===== src/rtl/rc_pkg.sv =====
package rc_pkg;
  localparam int RATE_W    = 16;
  localparam int CUT_W     = 8;
  localparam logic [RATE_W-1:0] FULL_RATE = '1;

  typedef logic [RATE_W-1:0] rate_t;

  typedef enum logic [1:0] {
    STG_HALVE = 2'd0,
    STG_ADD   = 2'd1,
    STG_HYPER = 2'd2
  } stage_e;
endpackage


===== src/rtl/rc_trigger.sv =====
module rc_trigger #(
  parameter int ACC_W  = 16,
  parameter int INC_W  = 8,
  parameter int STAGES = 5
) (
  input  logic             clk,
  input  logic             rst_n,
  input  logic             clr_i,
  input  logic [INC_W-1:0] inc_i,
  input  logic [ACC_W-1:0] thr_i,
  output logic             fire_o,
  output logic             done_o
);
  localparam int CNT_W = $clog2(STAGES + 1);
  localparam logic [CNT_W-1:0] CNT_TOP = CNT_W'(STAGES);

  logic [ACC_W-1:0] acc_q;
  logic [CNT_W-1:0] cnt_q;
  logic [ACC_W:0]   sum_w;

  assign sum_w  = {1'b0, acc_q} + (ACC_W+1)'(inc_i);
  assign fire_o = (|inc_i) && (sum_w >= {1'b0, thr_i});
  assign done_o = (cnt_q >= CNT_TOP) || (fire_o && (cnt_q == CNT_TOP - 1'b1));

  always_ff @(posedge clk) begin
    if (!rst_n || clr_i) begin
      acc_q <= '0;
      cnt_q <= '0;
    end else begin
      acc_q <= fire_o ? '0 : sum_w[ACC_W-1:0];
      if (fire_o && cnt_q < CNT_TOP) cnt_q <= cnt_q + 1'b1;
    end
  end

  // a notification leaves the trigger empty
  p_clear_r8: assert property (@(posedge clk) disable iff (!rst_n)
    clr_i |=> (acc_q == '0 && cnt_q == '0));

  // the firing count saturates at the stage limit
  p_cnt_sat_r7: assert property (@(posedge clk) disable iff (!rst_n)
    cnt_q <= CNT_TOP);
endmodule


===== src/rtl/rc_rate_core.sv =====
module rc_rate_core
  import rc_pkg::*;
#(
  parameter int STAGES = 5
) (
  input  logic             clk,
  input  logic             rst_n,
  input  logic             cnp_i,
  input  logic             evt_i,
  input  logic             both_done_i,
  input  logic [CUT_W-1:0] cut_i,
  input  rate_t            min_i,
  input  rate_t            ai_i,
  input  rate_t            hai_i,
  output rate_t            rate_o
);
  localparam int EV_W = $clog2(STAGES + 1);
  localparam logic [EV_W-1:0] EV_TOP = EV_W'(STAGES);

  rate_t rate_q, tgt_q, rate_d, tgt_d, cut_v, cut_c, step_v;
  logic [EV_W-1:0] evt_q, evt_d;
  logic [RATE_W+CUT_W-1:0] prod;
  logic [RATE_W:0] tsum, avg;
  stage_e stg;

  assign prod  = {{CUT_W{1'b0}}, rate_q} * {{RATE_W{1'b0}}, cut_i};
  assign cut_v = prod[RATE_W+CUT_W-1:CUT_W];
  assign cut_c = (cut_v < min_i) ? min_i : cut_v;

  always_comb begin
    if (evt_q < EV_TOP)   stg = STG_HALVE;
    else if (both_done_i) stg = STG_HYPER;
    else                  stg = STG_ADD;
  end

  assign step_v = (stg == STG_HYPER) ? hai_i : ai_i;
  assign tsum   = {1'b0, tgt_q} + {1'b0, step_v};

  always_comb begin
    rate_d = rate_q;
    tgt_d  = tgt_q;
    evt_d  = evt_q;
    avg    = '0;
    if (cnp_i) begin
      rate_d = cut_c;
      tgt_d  = rate_q;
      evt_d  = '0;
    end else if (evt_i) begin
      if (stg == STG_HALVE) evt_d = evt_q + 1'b1;
      else                  tgt_d = tsum[RATE_W] ? FULL_RATE : tsum[RATE_W-1:0];
      avg    = {1'b0, rate_q} + {1'b0, tgt_d};
      rate_d = avg[RATE_W:1];
    end
  end

  always_ff @(posedge clk) begin
    if (!rst_n) begin
      rate_q <= FULL_RATE;
      tgt_q  <= FULL_RATE;
      evt_q  <= '0;
    end else begin
      rate_q <= rate_d;
      tgt_q  <= tgt_d;
      evt_q  <= evt_d;
    end
  end

  assign rate_o = rate_q;

  p_cut_down_r2: assert property (@(posedge clk) disable iff (!rst_n)
    cnp_i |=> rate_q <= $past(rate_q));

  p_tgt_load_r3: assert property (@(posedge clk) disable iff (!rst_n)
    cnp_i |=> tgt_q == $past(rate_q));

  p_halve_keeps_tgt_r3: assert property (@(posedge clk) disable iff (!rst_n)
    (!cnp_i && evt_q < EV_TOP) |=> tgt_q == $past(tgt_q));

  p_floor_r10: assert property (@(posedge clk) disable iff (!rst_n)
    rate_q >= min_i);

  p_under_tgt_r10: assert property (@(posedge clk) disable iff (!rst_n)
    rate_q <= tgt_q);

  p_no_evt_hold_r4: assert property (@(posedge clk) disable iff (!rst_n)
    (!cnp_i && !evt_i) |=> $stable(rate_q));
endmodule


===== src/rtl/rc_shaper.sv =====
module rc_shaper #(
  parameter int RATE_W      = 16,
  parameter int BYTE_W      = 8,
  parameter int LINE_BYTES  = 8,
  parameter int BURST_BYTES = 64
) (
  input  logic              clk,
  input  logic              rst_n,
  input  logic [RATE_W-1:0] rate_i,
  input  logic [BYTE_W-1:0] bytes_i,
  output logic              pace_o
);
  localparam int BAL_W = RATE_W + $clog2(BURST_BYTES + (1 << BYTE_W) + LINE_BYTES) + 2;
  localparam logic signed [BAL_W-1:0] CAP = BAL_W'(BURST_BYTES) <<< RATE_W;

  logic signed [BAL_W-1:0] bal_q, credit, debit, sum_v, bal_d;

  assign credit = BAL_W'(rate_i) * BAL_W'(LINE_BYTES);
  assign debit  = BAL_W'(bytes_i) << RATE_W;
  assign sum_v  = bal_q + credit - debit;

  always_comb begin
    if (sum_v > CAP)       bal_d = CAP;
    else if (sum_v < -CAP) bal_d = -CAP;
    else                   bal_d = sum_v;
  end

  always_ff @(posedge clk) begin
    if (!rst_n) bal_q <= '0;
    else        bal_q <= bal_d;
  end

  assign pace_o = (bal_q > 0);

  p_bal_bound_r9: assert property (@(posedge clk) disable iff (!rst_n)
    (bal_q <= CAP) && (bal_q >= -CAP));

  p_idle_grows_r9: assert property (@(posedge clk) disable iff (!rst_n)
    (bytes_i == '0 && rate_i != '0 && bal_q < CAP - credit) |=> bal_q > $past(bal_q));
endmodule


===== src/rtl/cong_rate_ctl.sv =====
module cong_rate_ctl
  import rc_pkg::*;
#(
  parameter int BYTE_W      = 8,
  parameter int ACC_W       = 16,
  parameter int STAGES      = 5,
  parameter int LINE_BYTES  = 8,
  parameter int BURST_BYTES = 64
) (
  input  logic              clk,
  input  logic              rst_n,
  input  logic              cnp_i,
  input  logic [BYTE_W-1:0] tx_bytes_i,
  input  logic              tick_i,
  input  logic [CUT_W-1:0]  cut_factor_i,
  input  logic [RATE_W-1:0] min_rate_i,
  input  logic [RATE_W-1:0] ai_step_i,
  input  logic [RATE_W-1:0] hai_step_i,
  input  logic [ACC_W-1:0]  byte_thresh_i,
  input  logic [ACC_W-1:0]  timer_period_i,
  output logic [RATE_W-1:0] rate_o,
  output logic              pace_o
);
  localparam int N_TRIG = 2;

  logic [BYTE_W-1:0] trig_inc [N_TRIG];
  logic [ACC_W-1:0]  trig_thr [N_TRIG];
  logic [N_TRIG-1:0] trig_fire, trig_done;
  rate_t             rate_w;

  assign trig_inc[0] = tx_bytes_i;
  assign trig_thr[0] = byte_thresh_i;
  assign trig_inc[1] = BYTE_W'(tick_i);
  assign trig_thr[1] = timer_period_i;

  for (genvar g = 0; g < N_TRIG; g++) begin : g_trig
    rc_trigger #(
      .ACC_W (ACC_W),
      .INC_W (BYTE_W),
      .STAGES(STAGES)
    ) u_trig (
      .clk   (clk),
      .rst_n (rst_n),
      .clr_i (cnp_i),
      .inc_i (trig_inc[g]),
      .thr_i (trig_thr[g]),
      .fire_o(trig_fire[g]),
      .done_o(trig_done[g])
    );
  end

  rc_rate_core #(.STAGES(STAGES)) u_core (
    .clk        (clk),
    .rst_n      (rst_n),
    .cnp_i      (cnp_i),
    .evt_i      (|trig_fire),
    .both_done_i(&trig_done),
    .cut_i      (cut_factor_i),
    .min_i      (min_rate_i),
    .ai_i       (ai_step_i),
    .hai_i      (hai_step_i),
    .rate_o     (rate_w)
  );

  rc_shaper #(
    .RATE_W     (RATE_W),
    .BYTE_W     (BYTE_W),
    .LINE_BYTES (LINE_BYTES),
    .BURST_BYTES(BURST_BYTES)
  ) u_shaper (
    .clk    (clk),
    .rst_n  (rst_n),
    .rate_i (rate_w),
    .bytes_i(tx_bytes_i),
    .pace_o (pace_o)
  );

  assign rate_o = rate_w;

  // a tick alone (no bytes) can still set off a recovery event
  p_timer_alone_r7: assert property (@(posedge clk) disable iff (!rst_n)
    (trig_fire[1] && tx_bytes_i == '0) |-> !trig_fire[0]);
endmodule


===== config.mk =====
export PLATFORM = sky130hd
export DESIGN_NAME = cong_rate_ctl
export DESIGN_NICKNAME = d
export VERILOG_FILES = /design/src/rtl/rc_pkg.sv /design/src/rtl/rc_trigger.sv /design/src/rtl/rc_rate_core.sv /design/src/rtl/rc_shaper.sv /design/src/rtl/cong_rate_ctl.sv
export SDC_FILE = /design/constraint.sdc
export NUM_CORES = 1
export LEC_CHECK = 0
export CAP_MARGIN = 20
export CORE_UTILIZATION = 60
export DETAILED_ROUTE_END_ITERATION = 8
export HOLD_SLACK_MARGIN = 0.08
export PLACE_DENSITY_LB_ADDON = 0.08
export SETUP_SLACK_MARGIN = 0.05
export SLEW_MARGIN = 20
export SYNTH_ARGS = -nofsm -noshare
export SYNTH_HDL_FRONTEND = slang
export SYNTH_SLANG_ARGS = --single-unit

===== constraint.sdc =====
create_clock -name clk -period 10.9 [get_ports clk]
set_input_delay 2.18 -clock clk [delete_from_list [all_inputs] [get_ports clk]]
set_output_delay 2.18 -clock clk [all_outputs]
set_load 0.01 [all_outputs]

==> results.cfg <==
[sta]
fin_hold_ws_ns = 0.524
relSlewSlack_pct = 23.7
tightest_slew_ns = 1.14
finalCritPeriodShare_pct = 94.4
finClkSkew_ns = 0.0120
fin_crit_ns = 10.29
drv_slew = 0
max_freq_mhz = 97.2
rsz0062_at_grt = true
final-setup-viol-count = 0
final_hold_viol_count = 0

[logic_synthesis]
ys_top_cells_by_area = ha_1 17%, dfxtp_1 15%, fa_1 14%
synth_nets = 1962
ys_seq_area_share_pct = 15.0
synth.distinct_cells = 87
synth-edff-count = 0
synth.largest_area_cell = ha_1
yosys_warnings = 0
ys_seq_elements = 97
async_flop_share_pct = 0
syn_inst = 1592
synth_area_um2 = 12900
yosysTopAreaCellShare_pct = 17.4
syn_area_per_cell_um2 = 8.13
synthFlopType = dfxtp_1

[clock_network]
cts_setup_buffers = 0
clock-sinks = 97
cts_tree = built
clockBufferDepth = 2
clk_pin_slew_ns = 0.07
cts_buffers = 9
cts_root_buf = clkbuf_16
cts_max_level = 3
worstSkewPairLatency_ns = 0.36

[final_layout]
drive_gt1_share_pct = 5.52
final_common_cell = inv_1
seq_area_um2 = 1940
layout.nets = 2049
final_cell_count_no_fill = 1959
final_cell_mix = 236 x inv_1, 180 x ha_1, 139 x nand2_1
multi_input_area_um2 = 9840
final_core_util_pct = 69.5
syn2layout_area_growth_pct = 13.2
nFillCells = 1824
diodes = 0

[floorplan]
num_rows = 53
floorplan.initialDensity_pct = 61.4
dieWidth_um = 149
core-area_um2 = 21100
die_h_um = 149
io_pins = 117
die_area_um2 = 22200

[place]
dp.cells = 1943
place_congestion = 0.878
portBuffers = 116
hpwl_mm = 25.9

[global_route]
grt_antenna_before_repair = 0
grt_pass1_wl_mm = 53.9
grt_overflow_total = 0
grt_usage_pct = 30.5
grt_pass1_vias = 11192
grt_max_degree = 29

[setup_path]
r2r_start = g_trig[0].u_trig.acc_q[0]
regToRegEndpoint = u_core.rate_o[15]
cpMostUsedCell = a21oi_1
critPathMaxFanout = 6
crit_slowest_cell = clkdlybuf4s50_1
arrival_ns = 10.50
critPathRequiredTime_ns = 11.11
reg2regPathDepth = 37
r2r_setup_slack_ns = 2.57
crit_type = primary input to register
worstSetupEndpointType = register
max_stage_delay_ns = 0.42
start_kind = primary input

[detailed_routing]
viasPerCell = 5.79
initialDrtViolationCount = 487
detail-route-antenna-nets = 0
avgRoutedWirePerCell_um = 16.7
via_count = 11350
wl_mm = 32.7
route.detailed.drc = 0
drt_first_pass_iters = 5

[min_path]
min_to = u_core.evt_q[1]
hold_depth = 2
min-delay-start = u_core.evt_q[1]
holdCritPathClass = register to register

[flow_run]
cap_violations = 0

[outcome]
status = finished, final reports clean
[critical path, delay by kind of cell]
family	cells	cell delay, ns
buffers and inverters	4	0.93
xor gates and xnor gates	1	0.21
adders and majority gates	5	1.70
AOI/OAI and AO/OA	23	4.59
and+or+nand+nor	4	0.56
muxes	1	0.33
[worst max-delay path by stage]
stage                   from                end  slack [ns]
3_5_place_dp   tx_bytes_i[1]  u_core.rate_o[15]      -0.007
5_1_grt        tx_bytes_i[0]  u_core.rate_o[15]       -0.03
4_1_cts        tx_bytes_i[1]  u_core.rate_o[15]        0.34
6_report       tx_bytes_i[0]  u_core.rate_o[15]        0.61
3_3_place_gp   tx_bytes_i[1]  u_core.rate_o[15]        0.25
2_1_floorplan  tx_bytes_i[0]  u_core.rate_o[15]        0.92
[stage by stage]
| step | setup TNS [ns] | instance area [µm²] | setup WS [ns] |
|---|---|---|---|
| 4_1_cts | 0 | 14600 | 0.342 |
| 3_3_place_gp | 0 | 14300 | 0.252 |
| 5_1_grt | -0.0251 | 14700 | -0.0251 |
| 6_report | 0 | 14700 | 0.609 |
| 3_5_place_dp | -0.00678 | 14300 | -0.00678 |
| 2_1_floorplan | 0 | 12900 | 0.921 |
[area by class of cell]
type / count / share of cell area (%)
clock buffer: 9 / 1.54
inverter: 238 / 6.10
sequential: 97 / 13.3
timing repair buffer: 136 / 9.04
multi-input combinational: 1197 / 67.2
tap: 275 / 2.35
clock inverter: 7 / 0.572
[cells by family after synthesis]
family          share of synthesized area, %
xor+xnor                                6.29
mux                                     3.27
flops                                   15.0
other cells                           0.0290
buf+inv                                 9.29
simple gates                            18.1
fa+ha+maj                               31.3
compound gates                          16.8
[per-layer routing]
| layer | wire length (µm) | up-vias | track usage (%) |
|---|---|---|---|
| met5 | 0 | - | 0 |
| met4 | 636 | 0 | 8.11 |
| met3 | 1610 | 45 | 3.27 |
| met2 | 15900 | 287 | 52.9 |
| met1 | 14600 | 5488 | 40.1 |
| li1 | - | 5530 | - |
[cell usage after synthesis, types with 7 or more instances]
cell	instances
nor4_1	7
o211ai_1	11
and3_1	11
nand3_1	34
mux2_2	19
ha_1	180
nor3b_1	8
a21oi_1	99
clkbuf_1	40
and2_1	58
dfxtp_1	97
a21o_1	35
xnor2_1	58
nand2b_1	11
o21ai_0	65
nand2_1	139
buf_2	9
nand4_1	16
xor2_1	35
a31oi_1	12
a211oi_1	22
nor3_1	27
mux2i_1	13
nor2_1	84
o21a_1	11
mux2_1	7
nor2b_1	34
fa_1	90
inv_1	236
o21bai_1	8
[flip-flops by register name, indices dropped and copies added, names as in the netlist]
| name | flops |
|---|---|
| g_trig.u_trig.cnt_q | 6 |
| u_shaper.bal_q | 24 |
| u_core.tgt_q | 16 |
| g_trig.u_trig.acc_q | 32 |
| u_core.evt_q | 3 |
| u_core.rate_o | 16 |
[repair_timing]
item / 4_1_cts / 5_1_grt
endpoints found under the hold margin: 0 / 0
setup endpoints to repair: 0 / 9
hold buffers: 0 / 0
gates resized for setup: 0 / 9
Power is not shown: default switching activity piles up to over one toggle a cycle in this logic, so the estimate is an artifact.
